===== src/rtl/tick_timer_pkg.sv =====
`timescale 1ns/1ps
package tick_timer_pkg;

    typedef enum logic [1:0] {
        ST_IDLE   = 2'd0,
        ST_FREE   = 2'd1,
        ST_PERIOD = 2'd2
    } run_state_e;

    typedef enum logic [1:0] {
        PS_DIV1   = 2'b00,
        PS_DIV16  = 2'b01,
        PS_DIV256 = 2'b10,
        PS_RSVD   = 2'b11
    } ps_code_e;

    localparam int unsigned OFS_LOAD   = 0;
    localparam int unsigned OFS_VALUE  = 4;
    localparam int unsigned OFS_CTRL   = 8;
    localparam int unsigned OFS_CLEAR  = 12;

    localparam int unsigned CTRL_EN_BIT   = 7;
    localparam int unsigned CTRL_MODE_BIT = 6;
    localparam int unsigned CTRL_IE_BIT   = 5;
    localparam int unsigned CTRL_PS_LO    = 2;

endpackage


===== src/rtl/tick_timer_regs.sv =====
`timescale 1ns/1ps
module tick_timer_regs
    import tick_timer_pkg::*;
#(
    parameter int unsigned CNT_W  = 16,
    parameter int unsigned DATA_W = 32,
    parameter int unsigned ADDR_W = 4
) (
    input  logic              clk,
    input  logic              rst_n,
    input  logic              bus_sel,
    input  logic              bus_wr,
    input  logic [ADDR_W-1:0] bus_addr,
    input  logic [DATA_W-1:0] bus_wdata,
    output logic [DATA_W-1:0] bus_rdata,
    input  logic [CNT_W-1:0]  cnt_value,
    output logic              load_wr,
    output logic [CNT_W-1:0]  load_value,
    output logic              clear_wr,
    output logic              run,
    output logic              periodic,
    output logic              irq_en,
    output ps_code_e          ps_code
);

    localparam logic [ADDR_W-1:0] A_LOAD  = ADDR_W'(OFS_LOAD);
    localparam logic [ADDR_W-1:0] A_VALUE = ADDR_W'(OFS_VALUE);
    localparam logic [ADDR_W-1:0] A_CTRL  = ADDR_W'(OFS_CTRL);
    localparam logic [ADDR_W-1:0] A_CLEAR = ADDR_W'(OFS_CLEAR);

    run_state_e       state_q, state_d;
    logic [CNT_W-1:0] load_q;
    logic             mode_q;
    logic             ie_q;
    logic [1:0]       ps_q;
    logic             wr_hit;
    logic             ctrl_wr;
    logic             want_en;
    logic             want_per;
    logic             wdata_unused;

    assign wr_hit   = bus_sel & bus_wr;
    assign load_wr  = wr_hit && (bus_addr == A_LOAD);
    assign ctrl_wr  = wr_hit && (bus_addr == A_CTRL);
    assign clear_wr = wr_hit && (bus_addr == A_CLEAR);
    assign want_en  = bus_wdata[CTRL_EN_BIT];
    assign want_per = bus_wdata[CTRL_MODE_BIT];
    assign wdata_unused = ^{bus_wdata[DATA_W-1:CNT_W], bus_wdata[4], bus_wdata[1:0]};

    // next-state logic: every transition is a control write
    always_comb begin
        state_d = state_q;
        unique case (state_q)
            ST_IDLE: begin
                if (ctrl_wr && want_en)
                    state_d = want_per ? ST_PERIOD : ST_FREE;
            end
            ST_FREE, ST_PERIOD: begin
                if (ctrl_wr)
                    state_d = !want_en ? ST_IDLE :
                              (want_per ? ST_PERIOD : ST_FREE);
            end
            default: state_d = ST_IDLE;
        endcase
    end

    // state register
    always_ff @(posedge clk or negedge rst_n) begin
        if (!rst_n) state_q <= ST_IDLE;
        else        state_q <= state_d;
    end

    // state outputs
    always_comb begin
        run      = 1'b0;
        periodic = 1'b0;
        unique case (state_q)
            ST_IDLE:   begin run = 1'b0; periodic = 1'b0; end
            ST_FREE:   begin run = 1'b1; periodic = 1'b0; end
            ST_PERIOD: begin run = 1'b1; periodic = 1'b1; end
            default:   begin run = 1'b0; periodic = 1'b0; end
        endcase
    end

    // register fields
    always_ff @(posedge clk or negedge rst_n) begin
        if (!rst_n) begin
            load_q <= '1;
            mode_q <= 1'b0;
            ie_q   <= 1'b0;
            ps_q   <= 2'b00;
        end else begin
            if (load_wr)
                load_q <= bus_wdata[CNT_W-1:0];
            if (ctrl_wr) begin
                mode_q <= want_per;
                ie_q   <= bus_wdata[CTRL_IE_BIT];
                ps_q   <= bus_wdata[CTRL_PS_LO+1:CTRL_PS_LO];
            end
        end
    end

    assign load_value = load_q;
    assign irq_en     = ie_q;
    assign ps_code    = ps_code_e'(ps_q);

    // read mux
    always_comb begin
        bus_rdata = '0;
        if (bus_addr == A_LOAD) begin
            bus_rdata = DATA_W'(load_q);
        end else if (bus_addr == A_VALUE) begin
            bus_rdata = DATA_W'(cnt_value);
        end else if (bus_addr == A_CTRL) begin
            bus_rdata[CTRL_EN_BIT]                 = run;
            bus_rdata[CTRL_MODE_BIT]               = mode_q;
            bus_rdata[CTRL_IE_BIT]                 = ie_q;
            bus_rdata[CTRL_PS_LO+1:CTRL_PS_LO]     = ps_q;
        end else if (bus_addr == A_CLEAR) begin
            bus_rdata = '0;
        end
    end

endmodule


===== src/rtl/tick_timer_prescale.sv =====
`timescale 1ns/1ps
module tick_timer_prescale
    import tick_timer_pkg::*;
#(
    parameter int unsigned PS_MID_LOG2 = 4,
    parameter int unsigned PS_HI_LOG2  = 8
) (
    input  logic     clk,
    input  logic     rst_n,
    input  logic     clk_en,
    input  logic     run,
    input  logic     restart,
    input  ps_code_e ps_code,
    output logic     tick
);

    localparam int unsigned PC_W = PS_HI_LOG2;
    localparam logic [PC_W-1:0] LIM_MID = PC_W'((1 << PS_MID_LOG2) - 1);
    localparam logic [PC_W-1:0] LIM_HI  = {PC_W{1'b1}};

    logic [PC_W-1:0] pc_q;
    logic [PC_W-1:0] limit;

    always_comb begin
        unique case (ps_code)
            PS_DIV16:  limit = LIM_MID;
            PS_DIV256: limit = LIM_HI;
            PS_DIV1:   limit = '0;
            PS_RSVD:   limit = '0;
            default:   limit = '0;
        endcase
    end

    // >= so a divider change mid-count never strands the counter
    assign tick = run && clk_en && (pc_q >= limit);

    always_ff @(posedge clk or negedge rst_n) begin
        if (!rst_n)
            pc_q <= '0;
        else if (restart || !run)
            pc_q <= '0;
        else if (clk_en)
            pc_q <= tick ? '0 : pc_q + 1'b1;
    end

endmodule


===== src/rtl/tick_timer_counter.sv =====
`timescale 1ns/1ps
module tick_timer_counter #(
    parameter int unsigned CNT_W = 16
) (
    input  logic             clk,
    input  logic             rst_n,
    input  logic             tick,
    input  logic             load_wr,
    input  logic [CNT_W-1:0] load_wdata,
    input  logic [CNT_W-1:0] load_value,
    input  logic             periodic,
    input  logic             clear_wr,
    output logic [CNT_W-1:0] cnt_value,
    output logic             expire_flag
);

    logic [CNT_W-1:0] cnt_q;
    logic             flag_q;
    logic             at_zero;
    logic             expire;

    assign at_zero = (cnt_q == '0);
    assign expire  = tick && at_zero && !load_wr;

    always_ff @(posedge clk or negedge rst_n) begin
        if (!rst_n)
            cnt_q <= '1;
        else if (load_wr)
            cnt_q <= load_wdata;
        else if (tick)
            cnt_q <= at_zero ? (periodic ? load_value : '1) : cnt_q - 1'b1;
    end

    // expiry sets, clear drops; a coincident expiry wins
    always_ff @(posedge clk or negedge rst_n) begin
        if (!rst_n)
            flag_q <= 1'b0;
        else if (expire)
            flag_q <= 1'b1;
        else if (clear_wr)
            flag_q <= 1'b0;
    end

    assign cnt_value   = cnt_q;
    assign expire_flag = flag_q;

endmodule


===== src/rtl/tick_down_timer.sv =====
`timescale 1ns/1ps
module tick_down_timer
    import tick_timer_pkg::*;
#(
    parameter int unsigned CNT_W       = 16,
    parameter int unsigned DATA_W      = 32,
    parameter int unsigned ADDR_W      = 4,
    parameter int unsigned PS_MID_LOG2 = 4,
    parameter int unsigned PS_HI_LOG2  = 8
) (
    input  logic              clk,
    input  logic              rst_n,
    input  logic              clk_en,
    input  logic              bus_sel,
    input  logic              bus_wr,
    input  logic [ADDR_W-1:0] bus_addr,
    input  logic [DATA_W-1:0] bus_wdata,
    output logic [DATA_W-1:0] bus_rdata,
    output logic              irq
);

    logic             load_wr;
    logic             clear_wr;
    logic [CNT_W-1:0] load_value;
    logic [CNT_W-1:0] cnt_value;
    logic             run;
    logic             periodic;
    logic             irq_en;
    logic             pre_tick;
    logic             exp_flag;
    ps_code_e         ps_code;

    tick_timer_regs #(
        .CNT_W  (CNT_W),
        .DATA_W (DATA_W),
        .ADDR_W (ADDR_W)
    ) u_regs (
        .clk        (clk),
        .rst_n      (rst_n),
        .bus_sel    (bus_sel),
        .bus_wr     (bus_wr),
        .bus_addr   (bus_addr),
        .bus_wdata  (bus_wdata),
        .bus_rdata  (bus_rdata),
        .cnt_value  (cnt_value),
        .load_wr    (load_wr),
        .load_value (load_value),
        .clear_wr   (clear_wr),
        .run        (run),
        .periodic   (periodic),
        .irq_en     (irq_en),
        .ps_code    (ps_code)
    );

    tick_timer_prescale #(
        .PS_MID_LOG2 (PS_MID_LOG2),
        .PS_HI_LOG2  (PS_HI_LOG2)
    ) u_prescale (
        .clk     (clk),
        .rst_n   (rst_n),
        .clk_en  (clk_en),
        .run     (run),
        .restart (load_wr),
        .ps_code (ps_code),
        .tick    (pre_tick)
    );

    tick_timer_counter #(
        .CNT_W (CNT_W)
    ) u_counter (
        .clk         (clk),
        .rst_n       (rst_n),
        .tick        (pre_tick),
        .load_wr     (load_wr),
        .load_wdata  (bus_wdata[CNT_W-1:0]),
        .load_value  (load_value),
        .periodic    (periodic),
        .clear_wr    (clear_wr),
        .cnt_value   (cnt_value),
        .expire_flag (exp_flag)
    );

    assign irq = exp_flag & irq_en;

endmodule


===== config.mk =====
export PLATFORM = sky130hd
export DESIGN_NAME = tick_down_timer
export DESIGN_NICKNAME = d
export VERILOG_FILES = /design/src/rtl/tick_timer_pkg.sv /design/src/rtl/tick_timer_regs.sv /design/src/rtl/tick_timer_prescale.sv /design/src/rtl/tick_timer_counter.sv /design/src/rtl/tick_down_timer.sv
export SDC_FILE = /design/constraint.sdc
export NUM_CORES = 1
export LEC_CHECK = 0
export ABC_AREA = 1
export CAP_MARGIN = 5
export CORE_MARGIN = 3
export CORE_UTILIZATION = 60
export DETAILED_ROUTE_END_ITERATION = 8
export DONT_BUFFER_PORTS = 1
export PLACE_DENSITY = 0.83
export SLEW_MARGIN = 30
export SYNTH_ARGS = -nofsm -noshare
export SYNTH_HDL_FRONTEND = slang
export SYNTH_SLANG_ARGS = --single-unit

===== constraint.sdc =====
create_clock -name clk -period 4.1 [get_ports clk]
set_input_delay 0.41 -clock clk [delete_from_list [all_inputs] [get_ports clk]]
set_output_delay 0.41 -clock clk [all_outputs]
set_load 0.01 [all_outputs]

# [Word-level counts from Yosys, hierarchy flattened]
# Index checks and enable logic that the tools add are counted.
[word_totals] reg_bits=47 latchBits=0 ramBits=0 rom_bits=0 inputBits=41 mem_count=0
[op_classes] add_sub_neg=2 mul=0 div=0 magnitude_cmp=1 eq_ne=10 shift=0 muxes=21 bitwise=2 reduce_logical=21
[ops] cell="two-way mux 16 bit" count=5
[ops] cell="two-way mux 32 bit" count=1
[ops] cell="two-way mux 8 bit" count=3
[ops] cell="one-hot mux 8 bit (3 select lines)" count=1
[ops] cell="zero test 16 bit" count=1
[ops] cell="subtractor 16 x 1 -> 16 bit, second input constant" count=1
[ops] cell="two-way mux 2 bit" count=5
[ops] cell="adder 8 x 1 -> 8 bit, second input constant" count=1
[ops] cell="== test 4 bit, second input constant" count=2
[ops] cell=">= comparator 8 bit" count=1
[ops] cell="logical AND 1 bit" count=8
[ops] cell="== test 2 bit, second input constant" count=3
[ops] cell="nonzero test 2 bit" count=3
[ops] cell="== test 2 x 1 -> 1 bit, second input constant" count=2
[ops] cell="== test 4 x 3 -> 1 bit, second input constant" count=1
[ops] cell="zero test 2 bit" count=2
[ops] cell="zero test 4 bit" count=1
[ops] cell="two-way mux 1 bit" count=4
[ops] cell="inequality test 2 x 1 -> 1 bit, second input constant" count=2
[ops] cell="one-hot mux 2 bit (2 select lines)" count=1
[ops] cell="OR reduction 2 bit" count=2
[ops] cell="two-way mux 3 bit" count=1
[ops] cell="AND 1 bit" count=2
[ops] cell="zero test 1 bit" count=2
[ops] cell="2 further kinds" count=2

# [Longest topological paths before layout]
# Gate-level depths: netlist of run 1.
[logic_depth] ltp_word=8 depth_mapped=15 ltp_nobuf=14

# [Hierarchy]
# Synthesis of run 1 repeated with hierarchy kept, for this count alone.
[hier_totals] cells_unflattened=505 hier_area_um2=3572.2
[by_module_without_submodules] mod="tick_timer_counter" instances=1 cells_per_inst=215 area_each_um2=1492.7
[by_module_without_submodules] mod="tick_timer_regs" instances=1 cells_per_inst=192 area_each_um2=1397.6
[by_module_without_submodules] mod="tick_timer_prescale" instances=1 cells_per_inst=96 area_each_um2=674.4
[by_module_without_submodules] mod="tick_down_timer" instances=1 cells_per_inst=2 area_each_um2=7.5

# [Least setup slack after synthesis of run 1]
# OpenSTA, ideal clock, no wires.
[synth_timing] path_type="register to register" start="register u_regs.ps_q[0] (netlist: u_regs.ps_code[0])" end="register u_counter.cnt_q[7] (netlist: u_counter.cnt_value[7])" setup_ns=0.064 arrival_time_ns=1.753 t_required_ns=4.036 slack_ns=2.283 path_stages_with_launch=14 path_buffers=1 synth_period_minus_slack_ns=1.817 cell_sequence="dfrtp_1 -> inv_1 -> ha_1 -> inv_1 -> ha_1 -> a21o_1 -> nor2_1 -> nand2_2 -> nand2_4 -> nand2_4 -> inv_2 -> buf_6 -> nand2_1 -> nand3_1"
[synth_between] elab_chain_cells=6
[synth_rtl] item="from (decl)" line="tick_timer_regs.sv:35" rtl="logic [1:0] ps_q;"
[synth_rtl] item="from (signal assigned)" line="tick_timer_regs.sv:98" rtl="ps_q <= bus_wdata[CTRL_PS_LO+1:CTRL_PS_LO];"
[synth_rtl] item="== test 2 bit / zero test 2 bit (equally long branches)" line="tick_timer_prescale.sv:25" rtl="unique case (ps_code)"
[synth_rtl] item="OR reduction 2 bit (no line)"
[synth_rtl] item="one-hot mux 8 bit (3 select lines) *" line="tick_timer_prescale.sv:25"
[synth_rtl] item=">= comparator 8 bit *" line="tick_timer_prescale.sv:35" rtl="assign tick = run && clk_en && (pc_q >= limit);"
[synth_rtl] item="logical AND 1 bit *" line="tick_timer_prescale.sv:35"
[synth_rtl] item="nonzero test 2 bit (no line) *"
[synth_rtl] item="to (signal assigned)" line="tick_timer_counter.sv:29" rtl="cnt_q <= load_wdata;"
[synth_rtl] item="to (signal assigned)" line="tick_timer_counter.sv:31" rtl="cnt_q <= at_zero ? (periodic ? load_value : '1) : cnt_q - 1'b1;"
[synth_rtl] item="to (decl)" line="tick_timer_counter.sv:17" rtl="logic [CNT_W-1:0] cnt_q;"
# Every way passes the cells marked *; elsewhere a longest branch is shown, timed or not.
# A chain may end at the register's enable or synchronous reset.

# [Worst setup path after layout of run 1]
[layout_timing] start="register u_regs.ps_q[0] (netlist: u_regs.ps_code[0])" end="register u_counter.cnt_q[5] (netlist: u_counter.cnt_value[5])"
# Same word-level chain as after synthesis.

==> results of run 1 <==
-- cells in the final DEF (no fill, tap or decap), types with 6 or more instances in the layout --
cell / synthesis / final
o21ai_0: 26 / 26
nand3_1: 37 / 37
dfrtp_1: 15 / 15
o22ai_1: 6 / 6
ha_1: 12 / 12
conb_1: 1 / 16
nor2_2: 9 / 9
dfstp_2: 32 / 32
nor3_1: 10 / 10
nand4_1: 6 / 6
a21oi_1: 11 / 11
nand2_2: 6 / 6
nor2_1: 24 / 24
nand2_1: 147 / 147
inv_1: 59 / 59
-- state kept, by name, indices dropped and copies added, names as in the netlist --
signal,count
u_regs.irq_en,1
u_counter.cnt_value,16
u_counter.expire_flag,1
u_regs.ps_code,2
u_regs.load_value,16
u_prescale.pc_q,8
u_regs.state_q,2
u_regs.mode_q,1
-- worst min-delay path by stage --
stage                     cells past startpoint  slack [ps]     startpoint                    end
final                                         2         210  bus_wdata[13]  u_regs.load_value[13]
after detailed placement                      0         120          rst_n          u_regs.irq_en
after global placement                        0         120          rst_n          u_regs.irq_en
after CTS                                     2         200  bus_wdata[13]  u_regs.load_value[13]
after global routing                          2         210  bus_wdata[13]  u_regs.load_value[13]
after floorplan                               0         110          rst_n  u_counter.expire_flag
-- kinds of logic (layout without fill, tap and decap cells) --
logic type               Yosys count  count (layout)
buffers and inverters             87              74
adder cells (fa/ha/maj)           12              12
other                              1              16
AND/OR/NAND/NOR                  259             259
multiplexers                       2               2
XOR/XNOR                           6               6
flip-flops                        47              47
AO/OA/AOI/OAI                     56              56
-- repair_timing --
action / CTS / global route
setup buffers: 0 / 0
hold endpoints to repair: 47 / 0
hold buffers: 2 / 0
-- per-stage QoR --
| step | cells | setup slack, ps | power [W] | area (µm²) |
|---|---|---|---|---|
| 2_1_floorplan | 485 | 2280 | 0.00175 | 3530 |
| 3_3_place_gp | 534 | 1950 | 0.00192 | 3450 |
| 3_5_place_dp | 534 | 1870 | 0.00196 | 3450 |
| 4_1_cts | 544 | 1850 | 0.00226 | 3570 |
| 5_1_grt | 544 | 1640 | 0.00248 | 3570 |
| 6_report | 544 | 1840 | 0.00226 | 3570 |
-- Yosys cell counts (3+ instances only) --
| library cell | instances |
|---|---|
| nand2_1 | 147 |
| inv_1 | 59 |
| nand3_1 | 37 |
| dfstp_2 | 32 |
| o21ai_0 | 26 |
| nor2_1 | 24 |
| buf_4 | 17 |
| dfrtp_1 | 15 |
| ha_1 | 12 |
| a21oi_1 | 11 |
| nor3_1 | 10 |
| nor2_2 | 9 |
| nand2_2 | 6 |
| nand4_1 | 6 |
| o22ai_1 | 6 |
| nand2_4 | 5 |
| o221ai_1 | 5 |
| xor2_1 | 5 |
| nor2_8 | 4 |
| buf_6 | 3 |
| inv_2 | 3 |
| nand3_2 | 3 |
| nor2_4 | 3 |
-- routing by layer --
metal	track usage (%)	part of all wire [%]	vias to the layer above
met5	0	0	-
met3	5.97	6.9	11
met2	43.7	49	90
met1	31.9	43	1387
met4	7.81	1.1	0
li1	-	-	1487
-- worst max-delay path: stages (launching register included) --
cell     delay, ps
dfrtp_1        370
inv_1          100
ha_1           180
inv_1           90
ha_1           330
a21o_1         190
nor2_1         130
nand2_2         80
nand2_4        130
nand2_4        150
inv_2          250
nand2_1         90
nand3_1        100
-- layout make-up --
cell class,instances,area share (%)
timing repair buffer,2,1.05
sequential,47,34.1
clock inverter,1,0.140
inverter,64,6.87
tap,72,2.53
clock buffer,7,2.14
multi-input combinational,351,53.2
-- power groups by stage --
stage	logic, W	registers (W)	clock network, W
finish	0.00117	0.000814	0.000284
floorplan	0.000973	0.000779	0
CTS	0.00116	0.000809	0.000287
global placement	0.00111	0.000810	0
global route	0.00134	0.000831	0.000306
detailed placement	0.00114	0.000817	0
==> flow_metrics.tcl, run 1 <==
set metrics [dict create \
    drt_iter0_markers 178 \
    startpoint "u_regs.ps_code[0]" \
    reg2reg_slack_ps 1840 \
    maxSlewHeadroom_pct 65.0 \
    synth_area_leaders "dfstp_2, nand2_1, dfrtp_1" \
    wl_per_cell_um 14.7 \
    power_switching_share_pct 47.4 \
    synth_cell_types 40 \
    end_kind "flip-flop" \
    finalHoldViolCount 0 \
    setup_viol 0 \
    switching_power_w 0.00107 \
    first_pass_iters 5 \
    worstSetupPathType "flip-flop to flip-flop" \
    viasPerCell 5.47 \
    routed_wl_mm 8.01 \
    die_w_um 82.1 \
    root_buffer "clkbuf_8" \
    worst_slew_pin_slew_ps 524 \
    crit_required_ps 4350 \
    hp-class "primary input to flip-flop" \
    syn_area_per_cell_um2 7.40 \
    die_h_um 82.1 \
    pwr-share-comb_pct 51.5 \
    synthAdderAreaFrac_pct 4.32 \
    arrival_ps 2520 \
    synth-edff-count 0 \
    synth-compound-area-share_pct 9.50 \
    grt_pass1_wl_mm 13.2 \
    maxCapViolations 0 \
    cts_buffers 5 \
    vias 2975 \
    ys_seq_elements 47 \
    area_delta_synth_final_pct 2.59 \
    muxShareOfSynthArea_pct 0.648 \
    worstSetupEndpoint "u_counter.cnt_value[5]" \
    dominantRegCellSynth "dfstp_2" \
    drive_above_1_share_pct 16.9 \
    path_clk_slew_ps 90 \
    slew_violations 0 \
    antenna_left 0 \
    rr_worst_depth 12 \
    reg2reg_to "u_counter.cnt_value[5]" \
    grt_pass1_vias 2869 \
    p_int_w 0.00119 \
    start_util_pct 62.4 \
    async_reset_ff_share_pct 100 \
    io_pins 74 \
    cts_resized 0 \
    finClkSkew_ps 8.56 \
    cts_htree_levels 2 \
    multi_input_area_um2 1900 \
    seq_power_share_pct 36.0 \
    grt_max_degree 48 \
    cts_tree "built" \
    synth_top_family_by_area "simple AND/OR/NAND/NOR gates" \
    num_antenna_cells 0 \
    drc 0 \
    fillers 493 \
    gp_congestion 0.918 \
    grtUsageTotal_pct 25.5 \
    ir_worst_vdd_mv 0.289 \
    syn_area_um2 3480 \
    yosysTopAreaCell "dfstp_2" \
    synth_xor_area_share_pct 1.51 \
    min_period_over_period_pct 55.2 \
    cp_max_fo 14 \
    final_core_util_pct 64.0 \
    antenna_found_initial 0 \
    dieArea_um2 6740 \
    tns_ps 0 \
    period_minus_slack_ps 2260 \
    seq_area_frac_synth_pct 35.0 \
    hpwlAfterDp_mm 5.89 \
    yosys_warnings 0 \
    rsz0062_at_grt "false" \
    power_density_nw_per_um2 634 \
    register_area_um2 1220 \
    cts_sinks 47 \
    io_buffers 0 \
    synthCells 470 \
    clock_latency_ps 310 \
    power.clock.fraction_pct 12.5 \
    clockBufferDepth 2 \
    status "finished clean" \
    start_kind "flip-flop" \
    overflow 0 \
    core_um2 5570 \
    fmax_mhz 442 \
    synth-simple-area-share_pct 36.8 \
    row_count 27 \
    critical_path.reg2reg.startpoint "u_regs.ps_code[0]" \
    fin_nets 524 \
    p_leak_nw 1.79 \
    hold_ws_ps 207 \
    synth_top_area_share_pct 24.2 \
]
Power figures use the tool's default switching activity.
==> inputs of run 2 (changes only) <==
==> constraint.sdc (replaced) <==
create_clock -name clk -period 2.1 [get_ports clk]
set_input_delay 0.21 -clock clk [delete_from_list [all_inputs] [get_ports clk]]
set_output_delay 0.21 -clock clk [all_outputs]
set_load 0.01 [all_outputs]
==> run 2 against run 1 <==
Compared with the run above: sequential share of layout area is 1.2 points lower; sequential power up 95%; global-route usage grew 0.11 points; wire length is 1.2% higher; fmax grew 16%; die area unchanged; register-to-register slack worse by 1700 ps; final cell count increased by 0.37%; worst setup slack got worse by 1700 ps; critical endpoint is now u_counter.cnt_value[9]; highest routed layer unchanged.
==> flow_metrics.tcl, run 2 (synthesis results as in run 1) <==
set metrics [dict create \
    ir_worst_vdd_mv 0.628 \
    end_kind "flip-flop" \
    drive_above_1_share_pct 18.6 \
    io_pins 74 \
    gp_congestion 0.925 \
    start_util_pct 62.4 \
    p_leak_nw 1.83 \
    clockBufferDepth 2 \
    max_stage_delay_ps 380 \
    period_minus_slack_ps 1940 \
    mostFrequentLayoutCells "nand2_1, inv_1, nand3_1, dfstp_2, o21ai_0" \
    arrival_ps 2180 \
    die_w_um 82.1 \
    drc 0 \
    cts_htree_levels 2 \
    viasPerCell 5.56 \
    first_pass_iters 7 \
    power_switching_share_pct 45.2 \
    area_delta_synth_final_pct 6.19 \
    fmax_mhz 515 \
    drt_iter0_markers 221 \
    worstSetupPathType "flip-flop to flip-flop" \
    p_int_w 0.00258 \
    fin_nets 526 \
    cp_max_fo 13 \
    stdcell_count 546 \
    grt_max_degree 48 \
    status "finished clean" \
    worst_slew_pin_slew_ps 534 \
    cts_buffers 5 \
    setup_viol 0 \
    wl_per_cell_um 14.9 \
    p_total_w 0.00471 \
    num_antenna_cells 0 \
    die_h_um 82.1 \
    vias 3034 \
    critPathTopFamily "adder cells" \
    row_count 27 \
    slowest_stage "dfrtp_1" \
    antenna_found_initial 0 \
    grtUsageTotal_pct 25.7 \
    worst-path-buf-inv 3 \
    min_period_over_period_pct 92.5 \
    final_common_cell "nand2_1" \
    maxCapViolations 0 \
    switching_power_w 0.00213 \
    pwr-share-comb_pct 49.2 \
    power.clock.fraction_pct 17.0 \
    core_um2 5570 \
    antenna_left 0 \
    path_cells "inv_1 -> ha_4 -> inv_2 -> ha_1 -> nand2_1 -> a21oi_1 -> nor2_1 -> nand2_2 -> nand2_4 -> nand2_4 -> buf_8 -> nor2_1 -> a21oi_1" \
    start_kind "flip-flop" \
    dieArea_um2 6740 \
    overflow 0 \
    routed_wl_mm 8.11 \
    finalHoldViolCount 0 \
    root_buffer "clkbuf_8" \
    finClkSkew_ps 6.49 \
    power_density_nw_per_um2 1280 \
    final_core_util_pct 66.2 \
    maxSlewHeadroom_pct 64.3 \
    path_clk_slew_ps 90 \
    seq_power_share_pct 33.8 \
    grt_pass1_wl_mm 13.4 \
    cts_tree "built" \
    hp-class "primary input to flip-flop" \
    io_buffers 0 \
    grt_pass1_vias 2888 \
    dp.cells 536 \
    slew_violations 0 \
    clock_latency_ps 300 \
    tns_ps 0 \
    crit_required_ps 2340 \
    hold_ws_ps 13.0 \
    fillers 467 \
    hpwlAfterDp_mm 5.93 \
    cts_sinks 47 \
]
run 2: worst register-to-register path, stage by stage, from the launching register on:
cell	delay, ps
dfrtp_1	380
inv_1	130
ha_4	160
inv_2	70
ha_1	290
nand2_1	60
a21oi_1	130
nor2_1	70
nand2_2	80
nand2_4	80
nand2_4	100
buf_8	150
nor2_1	50
a21oi_1	110
run 2: through the flow:
stage | cell area, µm² | worst slack [ps]
after floorplan | 3530 | 283
after global placement | 3460 | 103
after detailed placement | 3460 | 38.1
after CTS | 3640 | 4.90
after global routing | 3690 | -11.5
final | 3690 | 157
run 2: final cells by class:
class                           count  area [µm²]  share of cell area [%]
Tap cell                           72        90.1                    2.44
Clock buffer                        5        68.8                    1.86
Timing Repair Buffer                4        60.1                    1.63
Clock inverter                      3        67.6                    1.83
Inverter                           64         250                    6.78
Sequential cell                    47        1220                    32.9
Multi-Input combinational cell    351        1940                    52.5
run 2: final timing paths:
check	from	to	slack, ps	cells past startpoint
setup reg to reg	u_regs.ps_code[0]	u_counter.cnt_value[9]	160	13
hold reg to reg	u_counter.cnt_value[0]	u_counter.cnt_value[0]	480	2
setup / recovery	u_regs.ps_code[0]	u_counter.cnt_value[9]	160	13
hold / removal	bus_wdata[10]	u_regs.load_value[10]	10	2
min in group asynchronous	rst_n	u_regs.ps_code[0]	410	2
max in group asynchronous	rst_n	u_regs.load_value[13]	1420	2
run 2: repair_timing:
item                                   in CTS  in global routing
hold buffers                                2                  0
setup buffers                               0                  0
endpoints found under the hold margin      47                  0
setup endpoints to repair                   0                 22
resized for setup                           0                 11
run 2: power by group through the flow:
stage               Clock (W)  Sequential, W  Combinational, W
floorplan                   0        0.00152           0.00190
global placement            0        0.00158           0.00217
detailed placement          0        0.00159           0.00223
CTS                  0.000811        0.00158           0.00228
global route         0.000851        0.00163           0.00267
finish               0.000800        0.00159           0.00232
run 2: routing by layer:
metal | wire [µm] | global-route usage, % | share of wire [%]
met5 | 0 | 0 | 0
met4 | 150 | 9.14 | 1.8
met3 | 585 | 6.83 | 7.2
met2 | 3910 | 42.0 | 48
met1 | 3470 | 32.6 | 43
==> inputs of run 3 (changes only) <==
--- a/config.mk
+++ b/config.mk
@@ -12,6 +12,7 @@
 export DETAILED_ROUTE_END_ITERATION = 8
 export DONT_BUFFER_PORTS = 1
 export PLACE_DENSITY = 0.83
+export REMOVE_ABC_BUFFERS = 1
 export SLEW_MARGIN = 30
 export SYNTH_ARGS = -nofsm -noshare
 export SYNTH_HDL_FRONTEND = slang
==> run 3 against run 2 <==
Compared with the run above: fmax fell by 3.6%; sequential share of layout area rose by 0.35 points; final area fell by 1.1%; critical path type unchanged; highest routed layer unchanged.
==> flow_metrics.tcl, run 3 (synthesis results as in run 1) <==
set metrics [dict create \
    status "finished clean" \
    routed_wl_mm 8.58 \
    finClkSkew_ps 9.55 \
    mostFrequentLayoutCells "nand2_1, inv_1, nand3_1, dfstp_2, o21ai_0" \
    critPathTopFamily "simple AND/OR/NAND/NOR gates" \
    cts_sinks 47 \
    core_um2 5570 \
    final_core_util_pct 65.5 \
    crit_required_ps 2350 \
    multi_input_area_um2 1920 \
    die_h_um 82.1 \
    worstSetupEndpoint "u_counter.cnt_value[9]" \
    worstSetupPathType "flip-flop to flip-flop" \
    fillers 460 \
    drt_iter0_markers 264 \
    ir_worst_vdd_mv 0.574 \
    reg2reg_to "u_counter.cnt_value[9]" \
    cts_buffers 5 \
    gp_congestion 0.918 \
    power_density_nw_per_um2 1250 \
    reg2reg_slack_ps 80 \
    drive_above_1_share_pct 18.5 \
    start_kind "flip-flop" \
    maxCapViolations 0 \
    grtUsageTotal_pct 26.7 \
    path_clk_slew_ps 90 \
    wl_per_cell_um 15.7 \
    p_leak_nw 1.82 \
    cp.depth 12 \
    slew_violations 0 \
    critical_path.reg2reg.startpoint "u_regs.ps_code[0]" \
    placed_cell_area_um2 3460 \
    first_pass_iters 5 \
    antenna_found_initial 0 \
    final_cell_area_um2 3650 \
    grt_pass1_wl_mm 13.7 \
    die_w_um 82.1 \
    drc 0 \
    maxSlewHeadroom_pct 63.2 \
    vias 3086 \
    arrival_ps 2260 \
    end_kind "flip-flop" \
    period_minus_slack_ps 2020 \
    start_util_pct 62.4 \
    cp_max_fo 13 \
    dieArea_um2 6740 \
    io_pins 74 \
    io_buffers 0 \
    rr_worst_depth 12 \
    setup_viol 0 \
    register_area_um2 1220 \
    clock_latency_ps 310 \
    clockBufferDepth 2 \
    hp-class "primary input to flip-flop" \
    worst_slew_pin_slew_ps 551 \
    grt_pass1_vias 2911 \
    hpwlAfterDp_mm 6.07 \
    num_antenna_cells 0 \
    root_buffer "clkbuf_8" \
    slowest_stage "dfrtp_1" \
    cts_tree "built" \
    min_period_over_period_pct 96.0 \
    max_stage_delay_ps 390 \
    final_common_cell "nand2_1" \
    startpoint "u_regs.ps_code[0]" \
    overflow 0 \
    cts_htree_levels 2 \
    path_cells "inv_2 -> ha_4 -> inv_1 -> ha_1 -> a21o_1 -> nor2_2 -> nand2_2 -> nand2_4 -> nand2_4 -> buf_12 -> nor2_1 -> a21oi_1" \
    area_delta_synth_final_pct 5.07 \
    grt_max_degree 48 \
    finalHoldViolCount 0 \
    fmax_mhz 496 \
    antenna_left 0 \
    crit_top_cell "nand2_4" \
    fin_nets 527 \
    worst-path-buf-inv 3 \
    viasPerCell 5.64 \
    row_count 27 \
]
## run 3: changes by cell type in the layout (fill, tap and decap cells not counted), sizes merged
cell / delta
buf: +1
clkbuf: +3
clkinvlp: -1
bufinv: -2
## run 3: layout make-up
class	instances	share of cell area [%]
Clock buffer	8	2.74
Inverter	64	6.85
Tap cell	72	2.47
Multi-Input combinational cell	351	52.7
Sequential cell	47	33.3
Timing Repair Buffer	5	1.99
## run 3: layer usage
metal / part of all wire, % / vias up / wire (µm) / track usage (%)
met5: 0 / - / 0 / 0
met4: 1.7 / 0 / 149 / 9.14
met3: 7.7 / 16 / 657 / 5.75
met2: 47 / 135 / 4030 / 44.2
met1: 44 / 1444 / 3740 / 34.6
li1: - / 1491 / - / -
## run 3: through the flow
step / hold WS, ps / worst slack, ps / power, W / cells / TNS (ps)
after floorplan: -85.6 / 275 / 0.00339 / 462 / 0
after global placement: -83.9 / 85.7 / 0.00374 / 535 / 0
after detailed placement: -84.5 / 11.0 / 0.00383 / 535 / 0
after CTS: 8.02 / 7.95 / 0.00448 / 545 / 0
after global routing: 10.5 / -3.01 / 0.00496 / 547 / -3.04
final: 12.7 / 84.9 / 0.00457 / 547 / 0
## run 3: worst register-to-register path, cell delays in order (launching register included)
cell	delay, ps
dfrtp_1	390
inv_2	90
ha_4	140
inv_1	80
ha_1	320
a21o_1	200
nor2_2	120
nand2_2	70
nand2_4	130
nand2_4	90
buf_12	160
nor2_1	110
a21oi_1	50
## run 3: power breakdown
group / switching (W) / internal [W]
clock network: 0.000335 / 0.000302
logic: 0.00156 / 0.000797
registers: 0.000262 / 0.00132
total: 0.00215 / 0.00242
## run 3: how the worst min path moves through the flow
stage                  start  slack, ps                     to  cells past startpoint
2_1_floorplan          rst_n        -90  u_counter.expire_flag                      0
3_3_place_gp           rst_n        -80      u_regs.ps_code[0]                      0
3_5_place_dp           rst_n        -80      u_regs.ps_code[0]                      0
4_1_cts        bus_wdata[15]          8  u_regs.load_value[15]                      2
5_1_grt        bus_wdata[15]         10  u_regs.load_value[15]                      2
6_report       bus_wdata[13]         10  u_regs.load_value[13]                      2
## run 3: timing repair
action	4_1_cts	5_1_grt
hold buffers	2	0
setup endpoints to repair	2	20
setup buffers	0	2
pin swaps	0	2
endpoints found under the hold margin	47	0
gates resized for setup	1	9
